## src/rtl/npc_pkg.sv

```systemverilog
package npc_pkg;

  localparam int PC_WIDTH     = 14;
  localparam int WORD_WIDTH   = 16;
  localparam int FLAG_WIDTH   = 8;
  localparam int PTR_WIDTH    = 16;
  localparam int LONG_OFF_W   = 12;
  localparam int SHORT_OFF_W  = 7;
  localparam int LONG_OFF_LSB = 0;
  localparam int SHORT_OFF_LSB = 3;

  // Fixed opcodes
  localparam logic [15:0] OPC_RETURN     = 16'h9508;
  localparam logic [15:0] OPC_RETURN_INT = 16'h9518;
  localparam logic [15:0] OPC_PTR_JUMP   = 16'h9409;
  localparam logic [15:0] OPC_PTR_CALL   = 16'h9509;

  // Pattern matching: (word & mask) == match
  localparam logic [15:0] REL_MASK    = 16'hE000;
  localparam logic [15:0] REL_MATCH   = 16'hC000;
  localparam logic [15:0] COND_MASK   = 16'hF800;
  localparam logic [15:0] COND_MATCH  = 16'hF000;
  localparam logic [15:0] ABS_MASK    = 16'hFE0E;
  localparam logic [15:0] ABS_JMATCH  = 16'h940C;
  localparam logic [15:0] ABS_CMATCH  = 16'h940E;

  typedef enum logic [2:0] {
    TGT_STEP,
    TGT_REL_LONG,
    TGT_REL_SHORT,
    TGT_ABS,
    TGT_PTR,
    TGT_POP
  } tgtSel_e;

  typedef enum logic {
    LINK_STEP1,
    LINK_STEP2
  } linkSel_e;

  typedef struct packed {
    tgtSel_e  tgtSel;
    linkSel_e linkSel;
    logic     taken;
    logic     push;
    logic     pop;
    logic     setIntEn;
  } ctrlStrobe_t;

endpackage

```

## src/rtl/npc_offset_add.sv

```systemverilog
module npc_offset_add #(
  parameter int PcW  = 14,
  parameter int OffW = 12
) (
  input  logic [PcW-1:0]  base,
  input  logic [OffW-1:0] offset,
  output logic [PcW-1:0]  sum
);

  logic [PcW-1:0] offExt;

  generate
    if (PcW > OffW) begin : g_extend
      assign offExt = {{(PcW-OffW){offset[OffW-1]}}, offset};
    end else begin : g_trunc
      assign offExt = offset[PcW-1:0];
    end
  endgenerate

  assign sum = base + offExt;

endmodule

```

## src/rtl/npc_control.sv

```systemverilog
module npc_control
  import npc_pkg::*;
#(
  parameter int WordW = WORD_WIDTH,
  parameter int FlagW = FLAG_WIDTH
) (
  input  logic [WordW-1:0] instrWord,
  input  logic [FlagW-1:0] statusIn,
  output ctrlStrobe_t      strobe
);

  localparam int SelW     = $clog2(FlagW);
  localparam int SenseBit = 10;
  localparam int CallBit  = 12;

  logic isRel, isCond, isAbsJmp, isAbsCall;
  logic isPtrJmp, isPtrCall, isRet, isReti;
  logic [SelW-1:0] flagSel;
  logic flagVal, condHit;

  assign isRel     = (instrWord & REL_MASK)  == REL_MATCH;
  assign isCond    = (instrWord & COND_MASK) == COND_MATCH;
  assign isAbsJmp  = (instrWord & ABS_MASK)  == ABS_JMATCH;
  assign isAbsCall = (instrWord & ABS_MASK)  == ABS_CMATCH;
  assign isPtrJmp  = instrWord == OPC_PTR_JUMP;
  assign isPtrCall = instrWord == OPC_PTR_CALL;
  assign isRet     = instrWord == OPC_RETURN;
  assign isReti    = instrWord == OPC_RETURN_INT;

  assign flagSel = instrWord[SelW-1:0];
  assign flagVal = statusIn[flagSel];
  // sense bit 0: branch on set, 1: branch on clear
  assign condHit = flagVal ^ instrWord[SenseBit];

  always_comb begin
    strobe = '{tgtSel: TGT_STEP, linkSel: LINK_STEP1,
               taken: 1'b0, push: 1'b0, pop: 1'b0, setIntEn: 1'b0};
    if (isRel) begin
      strobe.tgtSel = TGT_REL_LONG;
      strobe.taken  = 1'b1;
      strobe.push   = instrWord[CallBit];
    end else if (isCond) begin
      if (condHit) begin
        strobe.tgtSel = TGT_REL_SHORT;
        strobe.taken  = 1'b1;
      end
    end else if (isAbsJmp || isAbsCall) begin
      strobe.tgtSel  = TGT_ABS;
      strobe.taken   = 1'b1;
      strobe.push    = isAbsCall;
      strobe.linkSel = LINK_STEP2;
    end else if (isPtrJmp || isPtrCall) begin
      strobe.tgtSel = TGT_PTR;
      strobe.taken  = 1'b1;
      strobe.push   = isPtrCall;
    end else if (isRet || isReti) begin
      strobe.tgtSel   = TGT_POP;
      strobe.taken    = 1'b1;
      strobe.pop      = 1'b1;
      strobe.setIntEn = isReti;
    end
  end

  always_comb begin
    AST_ONE_CLASS: assert ($onehot0({isRel, isCond, isAbsJmp, isAbsCall,
                                     isPtrJmp, isPtrCall, isRet, isReti}))
      else $error("decode classes overlap");
    AST_STROBE_SANE: assert (!(strobe.push && strobe.pop)
                             && (!(strobe.push || strobe.pop) || strobe.taken))
      else $error("push/pop strobes inconsistent");
  end

endmodule

```

## src/rtl/npc_datapath.sv

```systemverilog
module npc_datapath
  import npc_pkg::*;
#(
  parameter int PcW       = PC_WIDTH,
  parameter int WordW     = WORD_WIDTH,
  parameter int FlagW     = FLAG_WIDTH,
  parameter int PtrW      = PTR_WIDTH,
  parameter int LongOffW  = LONG_OFF_W,
  parameter int LongLsb   = LONG_OFF_LSB,
  parameter int ShortOffW = SHORT_OFF_W,
  parameter int ShortLsb  = SHORT_OFF_LSB
) (
  input  ctrlStrobe_t      strobe,
  input  logic [PcW-1:0]   pcCur,
  input  logic [WordW-1:0] instrWord,
  input  logic [WordW-1:0] instrNext,
  input  logic [PtrW-1:0]  ptrReg,
  input  logic [PcW-1:0]   popValue,
  input  logic [FlagW-1:0] statusIn,
  output logic [PcW-1:0]   pcNext,
  output logic [PcW-1:0]   pushValue,
  output logic [FlagW-1:0] statusOut
);

  localparam int IntBit = FlagW - 1;
  localparam logic [PcW-1:0]   ONE     = PcW'(1);
  localparam logic [PcW-1:0]   TWO     = PcW'(2);
  localparam logic [FlagW-1:0] INT_BIT = FlagW'(1) << IntBit;

  logic [PcW-1:0] step1, step2, relLong, relShort;
  logic [PcW-1:0] linkDelta;

  assign step1 = pcCur + ONE;
  assign step2 = pcCur + TWO;

  npc_offset_add #(.PcW(PcW), .OffW(LongOffW)) u_addLong (
    .base  (step1),
    .offset(instrWord[LongLsb +: LongOffW]),
    .sum   (relLong)
  );

  npc_offset_add #(.PcW(PcW), .OffW(ShortOffW)) u_addShort (
    .base  (step1),
    .offset(instrWord[ShortLsb +: ShortOffW]),
    .sum   (relShort)
  );

  always_comb begin
    unique case (strobe.tgtSel)
      TGT_REL_LONG:  pcNext = relLong;
      TGT_REL_SHORT: pcNext = relShort;
      TGT_ABS:       pcNext = instrNext[PcW-1:0];
      TGT_PTR:       pcNext = ptrReg[PcW-1:0];
      TGT_POP:       pcNext = popValue;
      default:       pcNext = step1;
    endcase
  end

  assign pushValue = (strobe.linkSel == LINK_STEP2) ? step2 : step1;
  assign statusOut = strobe.setIntEn ? (statusIn | INT_BIT) : statusIn;

  assign linkDelta = pushValue - pcCur;

  logic unusedHiBits;
  assign unusedHiBits = ^{instrNext[WordW-1:PcW], ptrReg[PtrW-1:PcW]};

  always_comb begin
    AST_LINK_AHEAD: assert (linkDelta == ONE || linkDelta == TWO)
      else $error("return address not one or two words ahead");
    AST_FLAGS_KEPT: assert ((statusOut & ~INT_BIT) == (statusIn & ~INT_BIT))
      else $error("status bits other than interrupt enable changed");
  end

endmodule

```

## src/rtl/npc_unit.sv

```systemverilog
module npc_unit
  import npc_pkg::*;
#(
  parameter int PcW   = PC_WIDTH,
  parameter int WordW = WORD_WIDTH,
  parameter int FlagW = FLAG_WIDTH,
  parameter int PtrW  = PTR_WIDTH
) (
  input  logic [PcW-1:0]   pcCur,
  input  logic [WordW-1:0] instrWord,
  input  logic [WordW-1:0] instrNext,
  input  logic [FlagW-1:0] statusIn,
  input  logic [PtrW-1:0]  ptrReg,
  input  logic [PcW-1:0]   popValue,
  output logic [PcW-1:0]   pcNext,
  output logic             taken,
  output logic             pushReq,
  output logic [PcW-1:0]   pushValue,
  output logic             popReq,
  output logic [FlagW-1:0] statusOut
);

  ctrlStrobe_t strobe;

  npc_control #(.WordW(WordW), .FlagW(FlagW)) u_control (
    .instrWord(instrWord),
    .statusIn (statusIn),
    .strobe   (strobe)
  );

  npc_datapath #(.PcW(PcW), .WordW(WordW), .FlagW(FlagW), .PtrW(PtrW)) u_datapath (
    .strobe   (strobe),
    .pcCur    (pcCur),
    .instrWord(instrWord),
    .instrNext(instrNext),
    .ptrReg   (ptrReg),
    .popValue (popValue),
    .statusIn (statusIn),
    .pcNext   (pcNext),
    .pushValue(pushValue),
    .statusOut(statusOut)
  );

  assign taken   = strobe.taken;
  assign pushReq = strobe.push;
  assign popReq  = strobe.pop;

  always_comb begin
    AST_FALLTHROUGH_STEP: assert (taken || pcNext == pcCur + PcW'(1))
      else $error("fall-through did not advance by one");
    AST_POP_TARGET: assert (!popReq || pcNext == popValue)
      else $error("return did not use popped address");
    AST_NO_PUSH_POP: assert (!(pushReq && popReq))
      else $error("push and pop together");
  end

endmodule

```

## config.mk

```make
export PLATFORM = sky130hd
export DESIGN_NAME = npc_unit
export DESIGN_NICKNAME = d
export VERILOG_FILES = /design/src/rtl/npc_pkg.sv /design/src/rtl/npc_offset_add.sv /design/src/rtl/npc_control.sv /design/src/rtl/npc_datapath.sv /design/src/rtl/npc_unit.sv
export SDC_FILE = /design/constraint.sdc
export NUM_CORES = 1
export LEC_CHECK = 0
export ABC_AREA = 1
export BUFFER_PORTS_ARGS = -buffer_cell sky130_fd_sc_hd__buf_2
export CAP_MARGIN = 20
export CORE_MARGIN = 4
export CORE_UTILIZATION = 25
export DETAILED_ROUTE_END_ITERATION = 8
export GPL_ROUTABILITY_DRIVEN = 0
export PLACE_DENSITY = 0.55
export SYNTH_ARGS = -nofsm -noshare
export SYNTH_HDL_FRONTEND = slang
export SYNTH_SLANG_ARGS = --single-unit
```

## constraint.sdc

```tcl
create_clock -name vclk -period 5.9
set_clock_uncertainty 0.1 [all_clocks]
set_input_delay 1.18 -clock vclk [all_inputs]
set_output_delay 1.18 -clock vclk [all_outputs]
set_load 0.01 [all_outputs]
```

==> results.toml <==
[setup_path]
end_kind = "output pin"
worstPathMaxFanout = 12
crit_type = "in -> out"
arrival_ps = 4260
worstPathRequired_ps = 4620
worst_setup_path_start_kind = "input port"

[timing]
rsz0062_at_grt = "false"
worst_pin_slew_ps = 721.3
tns_ps = 0
setup_violations = 0
slew_headroom_pct = 51.86
final-hold-violation-count = 0
final_max_slew_viol_count = 0
fmax_mhz = 180.5
min_period_over_period_pct = 93.89
min_period_ps = 5540

[clock_network]
postCtsResizedCells = 0
cts.hold.buffers_added = 0
post_cts_buffers = 0

[worst_hold_path]
hp-class = "in -> out"
hold_path_startpoint = "statusIn[1]"
whs_endpoint = "statusOut[1]"
min_path_cells = 2

[status]
outcome = "completed"

[place]
hpwl_um = 7310
dpl_cell_area_um2 = 2824
port_buffers = 119

[routing]
drc_errors = 0
first_pass_iters = 4
routed_wl_um = 8516
viasPerCell = 4.766
ant_nets = 0
routedWlPerCell_um = 13.54
vias = 2998
dr.first_iter.drc_count = 140

[yosys]
synth-xor-area-share_pct = 8.750
syn_avg_cell_area_um2 = 5.243
yosys.area_share.adder_pct = 9.432
syn_area_um2 = 2202
synth_top_family_by_area = "simple AND/OR/NAND/NOR gates"
yosys.area_share.simple_pct = 43.81
yosysSeqAreaShare_pct = 0
ys_warn_count = 0
netlist_top_cells_area = "nand2_1 20%, inv_1 11%, ha_1 8.5%"
synth_common_cells = "117 x nand2_1, 62 x inv_1, 37 x nor2_1, 35 x a21oi_1, 33 x o21ai_0"
syn-num-nets = 520
synth.mux.area_fraction_pct = 0
yosysMostFrequentCell = "nand2_1"
synth_top_area_cell = "nand2_1"
synth-compound-area-share_pct = 21.99
synth_top_area_share_pct = 19.94
synth_cells = 420
yosys.cell_types.count = 38

[layout]
fin_util_pct = 33.69
layout-drive-gt1-share_pct = 26.72
finalInstanceArea_um2 = 2824
seq_area_um2 = 0
n_antenna_cell = 0
clock_buffers = 0
seq_cells = 0
area_delta_synth_final_pct = 28.24
n_fill_cell = 985
num-nets-final = 626

[global_route]
grt_first_pass_wirelength_um = 13410
grt.overflow.total = 0
grt_usage_pct = 15.76
grt_use_met3_pct = 0.7509
busiest_layer = "met2"
use_met1_pct = 20.32
first_global_vias = 2944
globalRouteMet2Util_pct = 29.33
grt_start_max_net_pins = 21
antenna_found_initial = 0

[floorplan]
die_width_um = 101.9
fp.dieArea_um2 = 10370
die_y_um = 101.9
ioPinCount = 123
start_util_pct = 26.27
core_um2 = 8382
rows = 33

[power_and_ir_drop]
p_leak_nw = 1.627
pwr_density_cell_nw_per_um2 = 76.95
vdd_ir_drop_max_v = 0.00002795

[job]
drv_cap = 0
power by group:
| group | switching (mW) | total [mW] | internal, mW |
|---|---|---|---|
| Combinational | 0.131 | 0.217 | 0.0868 |
| Sequential | 0 | 0 | 0 |
| Clock | 0 | 0 | 0 |
logic make-up (layout without fill, tap and decap cells):
logic type / count (synthesis) / after routing
AOI/OAI and AO/OA: 88 / 88
buffers and inverters: 81 / 185
and+or+nand+nor: 213 / 213
xor gates and xnor gates: 22 / 22
adders and majority gates: 16 / 16
cell type report:
cell class / count / area, µm² / share of cell area, %
inverter: 66 / 247.7 / 8.773
multi-input combinational: 339 / 1849 / 65.48
tap: 105 / 131.4 / 4.652
timing repair buffer: 119 / 595.6 / 21.09
worst max-delay path by stage:
stage | slack, ps | from | to
floorplan | 1130 | instrWord[11] | pcNext[13]
global placement | 470 | instrWord[0] | pcNext[10]
detailed placement | 370 | instrWord[0] | pcNext[10]
CTS | 360 | instrWord[0] | pcNext[10]
global route | 3 | instrWord[0] | pcNext[10]
finish | 360 | instrWord[0] | pcNext[10]
cells in the final DEF, fill, tap and decap left out:
cell type  instances
inv_1             62
nand2_2            3
o22ai_1            2
o2111ai_1          2
a21oi_2            1
a21oi_1           35
nor3_1             7
a21boi_1           1
fa_1               1
nand3b_1           1
o21ai_2            1
xor2_1            19
nand4_1            8
nand3_1           27
nand3_2            6
o211ai_1           1
nand2_1          117
a22oi_1            2
nor3_4             1
o21ai_0           33
ha_1              15
a31oi_1            5
o21ai_1            1
buf_2            119
inv_2              3
nand2_4            3
nor2_1            37
a211oi_1           1
or2_2              2
clkinv_1           1
nand3_4            1
a21o_1             1
o21bai_1           2
xnor2_1            3
layer usage:
metal | vias to the layer above | part of all wire, %
met5 | - | 0
met4 | 0 | 1.9
met3 | 12 | 3.5
met2 | 73 | 50
met1 | 1334 | 45
li1 | 1579 | -
critical path: stages:
cell and delay (ps):
buf_2 160, inv_2 80, nand2_1 60, nand2_1 50, nand2_1 60, nand3_2 120, nand2_2 100, nand2_2 60
nand3_4 130, inv_1 170, o21ai_0 340, inv_1 120, fa_1 460, inv_1 120, nand3_1 80, nand2_1 150
a31oi_1 140, o21bai_1 200, a21boi_1 90, o21ai_1 90, o2111ai_1 130, buf_2 170
through the flow:
step | hold WS, ps | worst slack (ps) | instances | power [mW]
2_1_floorplan | 2352 | 1132 | 420 | 0.1389
3_3_place_gp | 2464 | 472.8 | 629 | 0.2147
3_5_place_dp | 2464 | 369.4 | 629 | 0.2171
4_1_cts | 2464 | 361.3 | 629 | 0.2183
5_1_grt | 2470 | 3.065 | 629 | 0.2469
6_report | 2463 | 360.5 | 629 | 0.2173
No activity file was read; power rests on OpenSTA's default activity.
